## src/rtl/bic_pkg.sv

```systemverilog
package bic_pkg;
  localparam int unsigned BANKS  = 4;
  localparam int unsigned BANK_W = 8;
  localparam int unsigned ADDR_W = 8;
  localparam int unsigned SEL_W  = $clog2(BANKS);
  localparam int unsigned REG_W  = ADDR_W - SEL_W;

  // Register regions, each BANKS addresses wide
  localparam logic [ADDR_W-1:0] A_PEND = 8'h20;
  localparam logic [ADDR_W-1:0] A_ACK  = 8'h24;
  localparam logic [ADDR_W-1:0] A_MASK = 8'h28;
  localparam logic [ADDR_W-1:0] A_SETM = 8'h2C;
  localparam logic [ADDR_W-1:0] A_CLRM = 8'h30;

  // Bits that exist per bank
  function automatic logic [BANK_W-1:0] bank_valid(input int unsigned b);
    return (b == 3) ? 8'hCF : {BANK_W{1'b1}};
  endfunction

  // Bank-3 lower bit position of two-edge source k (k = 4..6)
  function automatic int unsigned hi_pair_pos(input int unsigned k);
    return (k == 6) ? 6 : 2 * (k - 4);
  endfunction
endpackage

```

## src/rtl/bic_edge.sv

```systemverilog
module bic_edge #(
  parameter int unsigned W = 8
) (
  input  logic         clk,
  input  logic         rst_n,
  input  logic [W-1:0] sig,
  output logic [W-1:0] rise,
  output logic [W-1:0] fall
);
  logic [W-1:0] prev_q;
  logic         primed_q;

  always_ff @(posedge clk) begin
    if (!rst_n) begin
      prev_q   <= '0;
      primed_q <= 1'b0;
    end else begin
      prev_q   <= sig;
      primed_q <= 1'b1;
    end
  end

  assign rise = primed_q ? (sig & ~prev_q) : '0;
  assign fall = primed_q ? (~sig & prev_q) : '0;

  // no event before history is valid
  p_no_early_evt_r11: assert property (@(posedge clk) disable iff (!rst_n)
    $rose(primed_q) |-> $past(rise == '0 && fall == '0));
endmodule

```

## src/rtl/bic_bank.sv

```systemverilog
module bic_bank #(
  parameter int unsigned        W     = 8,
  parameter logic [W-1:0]       VALID = '1
) (
  input  logic         clk,
  input  logic         rst_n,
  input  logic [W-1:0] evt,
  input  logic         ack_we,
  input  logic         set_we,
  input  logic         clr_we,
  input  logic [W-1:0] wdata,
  output logic [W-1:0] pend,
  output logic [W-1:0] mask
);
  logic [W-1:0] pend_q, mask_q, ack_bits;

  assign ack_bits = ack_we ? wdata : '0;

  always_ff @(posedge clk) begin
    if (!rst_n) begin
      pend_q <= '0;
      mask_q <= VALID;
    end else begin
      pend_q <= ((pend_q & ~ack_bits) | evt) & VALID;
      if (set_we)      mask_q <= (mask_q | wdata) & VALID;
      else if (clr_we) mask_q <= mask_q & ~wdata;
    end
  end

  assign pend = pend_q;
  assign mask = mask_q;

  p_set_bits_r4: assert property (@(posedge clk) disable iff (!rst_n)
    set_we |=> ((mask & $past(wdata & VALID)) == $past(wdata & VALID)));
  p_set_keep_r4: assert property (@(posedge clk) disable iff (!rst_n)
    set_we |=> ((mask & ~$past(wdata)) == ($past(mask) & ~$past(wdata))));
  p_clr_bits_r5: assert property (@(posedge clk) disable iff (!rst_n)
    clr_we |=> ((mask & $past(wdata)) == '0));
  p_clr_keep_r5: assert property (@(posedge clk) disable iff (!rst_n)
    clr_we |=> ((mask & ~$past(wdata)) == ($past(mask) & ~$past(wdata))));
  p_sticky_r7: assert property (@(posedge clk) disable iff (!rst_n)
    1'b1 |=> (($past(pend) & ~pend & ~$past(ack_bits)) == '0));
  p_edge_wins_r7: assert property (@(posedge clk) disable iff (!rst_n)
    1'b1 |=> (($past(evt) & ~pend) == '0));
  p_unused_r9: assert property (@(posedge clk) disable iff (!rst_n)
    ((pend | mask) & ~VALID) == '0);
endmodule

```

## src/rtl/bic_top.sv

```systemverilog
module bic_top
  import bic_pkg::*;
#(
  parameter int unsigned N_PAIR = 7,
  parameter int unsigned N_FLAG = 16
) (
  input  logic        clk,
  input  logic        rst_n,
  input  logic [7:0]  reg_addr,
  input  logic        reg_wr,
  input  logic [7:0]  reg_wdata,
  output logic [7:0]  reg_rdata,
  input  logic [6:0]  pair_in,
  input  logic [15:0] flag_in,
  output logic        irq
);
  logic [N_PAIR-1:0] p_rise, p_fall;
  logic [N_FLAG-1:0] f_rise, f_fall_unused;
  logic [BANK_W-1:0] evt  [BANKS];
  logic [BANK_W-1:0] pend [BANKS];
  logic [BANK_W-1:0] mask [BANKS];
  logic [BANKS-1:0]  bank_hit;
  logic [REG_W-1:0]  region;
  logic [SEL_W-1:0]  sel;
  logic              any_live, irq_q;

  assign region = reg_addr[ADDR_W-1:SEL_W];
  assign sel    = reg_addr[SEL_W-1:0];

  bic_edge #(.W(N_PAIR)) u_pair_edge (
    .clk(clk), .rst_n(rst_n), .sig(pair_in), .rise(p_rise), .fall(p_fall));
  bic_edge #(.W(N_FLAG)) u_flag_edge (
    .clk(clk), .rst_n(rst_n), .sig(flag_in), .rise(f_rise), .fall(f_fall_unused));

  // Event routing
  always_comb begin
    for (int b = 0; b < BANKS; b++) evt[b] = '0;
    for (int k = 0; k < 4; k++) begin
      evt[0][2*k]   = p_fall[k];
      evt[0][2*k+1] = p_rise[k];
    end
    for (int k = 4; k < N_PAIR; k++) begin
      evt[3][hi_pair_pos(k)]   = p_fall[k];
      evt[3][hi_pair_pos(k)+1] = p_rise[k];
    end
    evt[1] = f_rise[BANK_W-1:0];
    evt[2] = f_rise[2*BANK_W-1:BANK_W];
  end

  for (genvar b = 0; b < BANKS; b++) begin : g_bank
    logic sel_me;
    assign sel_me = reg_wr && (sel == SEL_W'(b));
    bic_bank #(.W(BANK_W), .VALID(bank_valid(b))) u_bank (
      .clk    (clk),
      .rst_n  (rst_n),
      .evt    (evt[b]),
      .ack_we (sel_me && region == A_ACK[ADDR_W-1:SEL_W]),
      .set_we (sel_me && region == A_SETM[ADDR_W-1:SEL_W]),
      .clr_we (sel_me && region == A_CLRM[ADDR_W-1:SEL_W]),
      .wdata  (reg_wdata),
      .pend   (pend[b]),
      .mask   (mask[b])
    );
    assign bank_hit[b] = |(pend[b] & ~mask[b]);
  end

  assign any_live = |bank_hit;

  always_ff @(posedge clk) begin
    if (!rst_n) irq_q <= 1'b0;
    else        irq_q <= any_live;
  end
  assign irq = irq_q;

  always_comb begin
    reg_rdata = '0;
    if (region == A_PEND[ADDR_W-1:SEL_W]) reg_rdata = pend[sel];
    else if (region == A_MASK[ADDR_W-1:SEL_W]) reg_rdata = mask[sel];
  end

  p_irq_follow_r8: assert property (@(posedge clk) disable iff (!rst_n)
    1'b1 |=> (irq == $past(any_live)));
  p_mask_ro_r6: assert property (@(posedge clk) disable iff (!rst_n)
    (reg_wr && region == A_MASK[ADDR_W-1:SEL_W]) |=> (mask[$past(sel)] == $past(mask[sel])));
  p_unmapped_r10: assert property (@(posedge clk) disable iff (!rst_n)
    (region < A_PEND[ADDR_W-1:SEL_W] || region > A_CLRM[ADDR_W-1:SEL_W]) |-> (reg_rdata == '0));
endmodule

```

## config.mk

```make
export PLATFORM = sky130hd
export DESIGN_NAME = bic_top
export DESIGN_NICKNAME = d
export VERILOG_FILES = /design/src/rtl/bic_pkg.sv /design/src/rtl/bic_edge.sv /design/src/rtl/bic_bank.sv /design/src/rtl/bic_top.sv
export SDC_FILE = /design/constraint.sdc
export NUM_CORES = 1
export LEC_CHECK = 0
export ABC_AREA = 1
export BUFFER_PORTS_ARGS = -buffer_cell sky130_fd_sc_hd__buf_2
export CAP_MARGIN = 20
export CORE_MARGIN = 4
export CORE_UTILIZATION = 40
export DETAILED_ROUTE_END_ITERATION = 12
export GPL_TIMING_DRIVEN = 0
export PLACE_DENSITY_LB_ADDON = 0.05
export SYNTH_ARGS = -nofsm -noshare
export SYNTH_HDL_FRONTEND = slang
export SYNTH_HIERARCHICAL = 1
export SYNTH_SLANG_ARGS = --single-unit
```

## constraint.sdc

```tcl
create_clock -name clk -period 2 [get_ports clk]
set_input_delay 0.4 -clock clk [delete_from_list [all_inputs] [get_ports clk]]
set_output_delay 0.4 -clock clk [all_outputs]
set_load 0.01 [all_outputs]
```

* Yosys cells after proc, flatten, opt, wreduce, memory -nomap -nowiden *
Cells that the tools add are included.

cells by class
  muxes and demuxes = 24
  bitwise logic cells = 37
  equality and inequality tests = 8
  reductions and logical operators = 23
  order comparisons = 1

operators with widths
  operator            count
  $mux 8              18
  $and 8x8->8         12
  $not 8->8           9
  $or 8x8->8          8
  $bmux 8 s2          2
  $reduce_or 32->1    1
  $eq 6x4->1 const B  5
  $and 16x16->16      1
  $logic_and 1x1->1   16
  $mux 16             1
  $not 16->16         1
  $and 7x7->7         2
  $mux 7              2
  $not 7->7           2
  $reduce_bool 2->1   4
  $eq 2x2->1 const B  2
  $ge 3x3->1 const B  1
  $not 2->3           1
  $eq 2x1->1 const B  1
  $logic_not 2->1     1
  $reduce_or 2->1     1
  $mux 1              1
  $not 1->1           1

word-level totals
  logic and storage cells = 107
  bits of input ports = 42
  register bits = 89

* Depth between registers and ports, before layout *
Gate-level depths: netlist (run 1).

  depth in word-level cells = 7
  gate-level depth with buffers = 10
  depth with buffers taken out = 9

* Modules after synthesis *
Netlist (run 1), hierarchy kept.

modules (own cells, without submodules)
  module                            seq. area each (um^2)  cells each  times used  area an instance (um^2)
  bic_bank at g_bank[0].u_bank ...  320.3                  84          3           623.1
  bic_top                           20.0                   224         1           1001.0
  bic_edge at u_flag_edge           340.3                  118         1           752.0
  bic_bank at g_bank[3].u_bank      280.3                  75          1           539.3
  bic_edge at u_pair_edge           160.2                  51          1           329.1

* Worst setup path after synthesis (run 1) *
No wires, ideal clock.

  path type = input-to-reg
  from = in reg_addr[7]
  to = reg (tool-made name)
  cell stages on the path = 9
  slack = 0.437 ns
  data required time = 1.885 ns
  arrival time = 1.448 ns
  cells stage by stage = nor2_1 -> nand2_1 -> inv_1 -> nand3_1 -> nor2_1 -> buf_6 -> o21ai_2 -> nand2_1 -> nand2_1

RTL lines
  item                line          source
  start: declaration  bic_top.sv:9  input logic [7:0] reg_addr,

* Worst setup path in the final report (run 1) *
  from = in reg_addr[7]
  to = out reg_rdata[5]

between the ends
  cells in the longest elaborated chain, start to end = 3
  elaborated cells between the ends (all ways) = 4
  those cells by class = eq/ne: 2; mux: 2

RTL lines
  item              line           source
  $eq 6x4->1        bic_top.sv:78  else if (region == A_MASK[ADDR_W-1:SEL_W]) reg_rdata = mask[sel];
  $mux 8            bic_top.sv:78
  $mux 8 (*)        bic_top.sv:77  if (region == A_PEND[ADDR_W-1:SEL_W]) reg_rdata = pend[sel];
  end: declaration  bic_top.sv:12  output logic [7:0] reg_rdata,

Every way passes the cells marked *; elsewhere a longest branch is shown, timed or not.

==> results of run 1 <==
worst max path at each step:
stage / from / end / slack [ns] / cells past startpoint
final: reg_addr[7] / reg_rdata[5] / 0.09 / 8
after global routing: reg_addr[7] / reg_rdata[5] / -0.008 / 8
after CTS: reg_addr[7] / reg_rdata[5] / 0.05 / 7
after detailed placement: reg_addr[7] / register / -0.1 / 10
after global placement: reg_addr[7] / register / -0.03 / 10
after floorplan: reg_addr[7] / register / 0.44 / 9
area by class of cell:
cell class	instances	area [um2]
buffer	21	165
clock buffer	14	183
clock inverter	2	35.0
fill	1163	5430
inverter	99	372
multi-input combinational	479	2060
sequential	88	1760
tap	136	170
timing repair buffer	52	290
through the flow:
| stage | area, um2 | setup WS, ns | utilization, % | hold slack [ns] | setup TNS, ns |
|---|---|---|---|---|---|
| floorplan | 4350 | 0.437 | - | 0.419 | 0 |
| global placement | 4770 | -0.0325 | 45.6 | 0.432 | -0.155 |
| detailed placement | 4770 | -0.0971 | 45.6 | 0.441 | -0.395 |
| CTS | 4990 | 0.0467 | 47.7 | 0.180 | 0 |
| global route | 5030 | -0.00803 | 48.1 | 0.200 | -0.00803 |
| finish | 5030 | 0.0894 | 48.1 | 0.206 | 0 |
per-layer routing:
metal | GRT usage, % | routed length [um] | vias up
li1 | - | - | 2223
met1 | 28.5 | 6170 | 2009
met2 | 32.5 | 5840 | 111
met3 | 4.20 | 665 | 16
met4 | 7.69 | 255 | 0
met5 | 0 | 0 | -
where the power goes:
| group | switching (mW) | internal, mW |
|---|---|---|
| clock | 0.643 | 0.713 |
| combinational | 0.228 | 0.130 |
| sequential | 0.0471 | 1.82 |
what timing repair did:
item                       4_1_cts  5_1_grt
setup endpoints to repair        0        4
setup buffers                    0        2
gates resized for setup          0        0
cell usage in the layout, fill, tap and decap left out, types with 3 or more instances in the layout:
cell,instances
o22ai_1,4
nand4_1,5
buf_4,4
buf_2,58
nand2_1,296
buf_6,8
nor2_1,56
o2111ai_1,8
o21ai_2,6
nand2_2,6
nand3_1,3
inv_2,7
o21ai_0,26
inv_1,92
clkbuf_8,13
a21oi_1,61
dfxtp_1,88
worst max-delay path, stage by stage:
cell and delay (ns):
buf_2 0.10, nor2_1 0.13, nand2_1 0.17, nor3_4 0.25, buf_12 0.15, o21ai_0 0.08, nand2_1 0.09, buf_2 0.14
==> qor.txt, run 1 <==
Worst-Margin Slew: 0.565 ns
crit path time final: 1.91 ns
Startpoint Class: primary input
peak supply drop: 0.544 mV
Inst Count DP: 873
initial antenna violation count: 0
final setup vio count: 0
status: complete, no violations
Critical Path AT: 1.51 ns
Max-slew headroom: 62.2%
data required time of the critical path: 1.60 ns
flop2flop setup slack: 0.88 ns
Die Span X: 112 um
Hold Crit Class: in2reg
final WL: 12.9 mm
cts hold-fix bufs: 0
HP Start: flag_in[1]
Hold Path Stages: 3
vias in the first global route: 4045
# DRC: 0
dpl hpwl: 9.63 mm
WL per Instance: 14.5 um
largest net degree at the start of global routing: 16
IO Pins: 51
1st-iter DRT viols: 292
DR vias/cell: 4.89
CP Capture Type: primary output
final cell count without fillers: 891
CTS tree: built
WHS Endpoint: u_flag_edge/prev_q[1]
die height: 112 um
core area: 10500 um2
worst r2r dst: irq
clock buffer depth: 2
Root Buffer: clkbuf_8
kind of critical path: in2out
Rows: 37
Clock Latency Late Sink: 0.38 ns
CTS sink count: 88
DRT Pass-1 Iters: 5
Power Density: 711 nW/um2
syn_area_per_cell: 6.34 um2
wire length of the first global-routing pass: 20.5 mm
Tcrit/Tclk final: 95.5%
Leakage Power: 2.71 nW
Final #Nets: 792
Max Cap Violations: 0
vias after detailed routing: 4359
Overall Global Routing Usage: 20.8%
final slew viol count: 0
Synth Instances: 686
Reg2Reg Depth: 7
mapped cell area: 4350 um2
Clock Skew: 0.00730 ns
Fin. Hold Viols: 0
CP max FO: 8
# H-tree levels: 3
CTS Buf Count: 9
Final Total Pwr: 3.58 mW
Starting Density: 41.6%
grt ovf: 0
Ys Warns: 6
Port Buffers: 50
full die area: 12600 um2
fmax: 523 MHz
ant diodes: 0
DRT antenna net count: 0
gpl congestion: 1.03
layout cells sized above 1: 14.6%
CTS clk-pin slew, worst paths: 0.09 ns
Synth-to-Final Area Change: 15.7%
(Power assumes the default switching activity.)
==> run 2, diff against run 1 <==
REMOVE_ABC_BUFFERS = 1   (was unset)
SYNTH_HIERARCHICAL = unset   (was 1)
==> qor.txt, run 2 <==
Clock Skew: 0.00864 ns (+0.00134 ns)
DR vias/cell: 4.96 (+1.3%)
dpl hpwl: 8.22 mm (-15%)
DRT Pass-1 Iters: 4 (-1)
layout cells sized above 1: 15.2% (+0.67 points)
Critical Path Max Stage Delay: 0.23 ns (-0.02 ns)
worst r2r dst: g_bank[1].u_bank.pend[5]
CP Cell Sequence: clkbuf_4 > inv_2 > nor2_4 > inv_1 > o22ai_1 > o21ai_0 > nand2_1 > buf_2
vias in the first global route: 3846 (-4.9%)
Hold Crit Class: in2reg
Ys Warns: 0 (-6)
final slew viol count: 0 (unchanged)
Reg2Reg Depth: 3 (-4)
gpl congestion: 0.865 (-16%)
Rows: 37 (unchanged)
# H-tree levels: 3 (unchanged)
worst r2r src: u_flag_edge.primed_q
grt ovf: 0 (unchanged)
RSZ-0062 raised after global routing: yes
largest net degree at the start of global routing: 56 (+40)
Yosys top cell area share: 40.3%
final WL: 11.9 mm (-7.6%)
cts hold-fix bufs: 0 (unchanged)
Async SR Flop Fraction: 0%
Hold Path Stages: 3 (unchanged)
CTS Buf Count: 9 (unchanged)
Inst Count DP: 802 (-8.1%)
final cell count without fillers: 825 (-7.4%)
syn_area_per_cell: 6.73 um2 (+6.2%)
most frequent cells in the layout: nand2_1 (235), dfxtp_1 (87), inv_1 (70), nand3_1 (65), a21oi_1 (55)
Layout fillers: 1134 (-2.5%)
IO Pins: 51 (unchanged)
Seq cells post-synth: 87
data required time of the critical path: 1.60 ns (about the same)
Startpoint Class: primary input
CP Capture Type: primary output
kind of critical path: in2out
DRT antenna net count: 0 (unchanged)
Max-slew headroom: 31.8% (-30 points)
Post-synth top cells: nand2_1 (236), dfxtp_1 (87), inv_1 (72)
crit path time final: 1.95 ns (+0.0387 ns)
WHS Endpoint: u_pair_edge.prev_q[0]
Worst-Margin Slew: 1.02 ns (+0.457 ns)
most numerous cell in the Yosys netlist: nand2_1
CTS sink count: 87 (-1.1%)
full die area: 12500 um2 (-0.60%)
Starting Density: 41.5% (-0.079 points)
Tcrit/Tclk final: 97.5% (+1.9 points)
slowest CP cell: inv_1
Synth Instances: 642 (-6.4%)
library cells used by synthesis: 25
mapped cell area: 4320 um2 (-0.63%)
vias after detailed routing: 4089 (-6.2%)
Most used DFF post-synth: dfxtp_1
Power Density: 701 nW/um2 (-1.4%)
WL per Instance: 14.5 um (-0.24%)
Max Cap Violations: 0 (unchanged)
Fin. Hold Viols: 0 (unchanged)
1st-iter DRT viols: 186 (-36%)
peak supply drop: 0.372 mV (-32%)
HP Start: pair_in[0]
wire length of the first global-routing pass: 19.4 mm (-5.3%)
Seq/Total Area, Yosys: 40.3%
clock buffer depth: 2 (unchanged)
initial antenna violation count: 0 (unchanged)
final setup vio count: 0 (unchanged)
CTS tree: built
flop2flop setup slack: 0.70 ns (-0.18 ns)
CP max FO: 8 (unchanged)
CTS clk-pin slew, worst paths: 0.09 ns (about the same)
Port Buffers: 50 (unchanged)
fmax: 513 MHz (-2.0%)
ant diodes: 0 (unchanged)
# DRC: 0 (unchanged)
Synth-to-Final Area Change: 14.1%
Critical Path AT: 1.55 ns (+0.04 ns)
Post-synth EDFFs: 0
die height: 112 um (-0.30%)
Leakage Power: 2.60 nW (-3.9%)
Synth area leaders: dfxtp_1 (40%), nand2_1 (20%), nand3_1 (7.5%)
Final Total Pwr: 3.46 mW (-3.4%)
commonest non-fill, non-tap cell in the layout: nand2_1
status: complete, no violations
Overall Global Routing Usage: 19.5% (-1.3 points)
Die Span X: 112 um (-0.30%)
Root Buffer: clkbuf_8
Final #Nets: 726 (-8.3%)
core area: 10400 um2 (-0.44%)
Yosys top cell by area: dfxtp_1
Clock Latency Late Sink: 0.36 ns (-0.02 ns)
run 2: worst max path at each step:
stage | start | to | cells after the start
after CTS | reg_addr[7] | reg_rdata[6] | 8
after global routing | reg_addr[5] | reg_rdata[7] | 8
final | reg_addr[1] | reg_rdata[2] | 8
after global placement | reg_addr[7] | g_bank[3].u_bank.pend[6] | 7
after floorplan | reg_addr[7] | g_bank[0].u_bank.pend[6] | 6
after detailed placement | reg_addr[7] | reg_rdata[0] | 7
run 2: layer usage:
layer  vias to the layer above  global-route usage [%]  share of wire (%)
met5                         -                       0                  0
met1                      1860                    26.2                 48
li1                       2114                       -                  -
met4                         0                    6.65                1.9
met2                        98                    31.2                 45
met3                        17                    4.18                5.4
run 2: what timing repair did:
| item | 4_1_cts | 5_1_grt |
|---|---|---|
| buffers inserted | 3 | 4 |
| pin swaps | 2 | 2 |
| gates resized for setup | 3 | 19 |
| endpoints found under the setup margin | 8 | 8 |
run 2: cells by family after synthesis:
logic type | after synthesis | synth area share [%]
flops | 87 | 40.3
simple gates | 363 | 38.8
buf+inv | 107 | 10.5
compound gates | 85 | 10.4
run 2: per-stage QoR:
stage	utilization (%)	hold slack, ns	instance area [um2]	setup WS [ns]	TNS [ns]
floorplan	-	0.419	4170	-0.0690	-1.76
global placement	44.1	0.430	4590	-0.967	-31.64
detailed placement	44.4	0.434	4620	-0.195	-4.38
CTS	46.7	0.203	4860	0.00859	0
global route	47.4	0.225	4930	-0.0347	-0.0665
finish	47.4	0.224	4930	0.0507	0
run 2: worst max-delay path, delay by kind of cell:
family | cells | cell delay (ns)
and+or+nand+nor | 2 | 0.15
buffers and inverters | 4 | 0.66
AOI/OAI and AO/OA | 2 | 0.33
run 2: report_power, final:
part,switching [mW],internal [mW]
combinational,0.240,0.125
sequential,0.0443,1.79
clock,0.638,0.617
run 2: cell type report:
type / count / area, um2 / share of cell area (%)
Clock inverter: 4 / 55.1 / 1.12
Inverter: 79 / 309 / 6.27
Sequential cell: 87 / 1740 / 35.3
Timing Repair Buffer: 59 / 335 / 6.80
Clock buffer: 12 / 145 / 2.94
Multi-Input combinational cell: 448 / 2180 / 44.1
Tap cell: 136 / 170 / 3.45
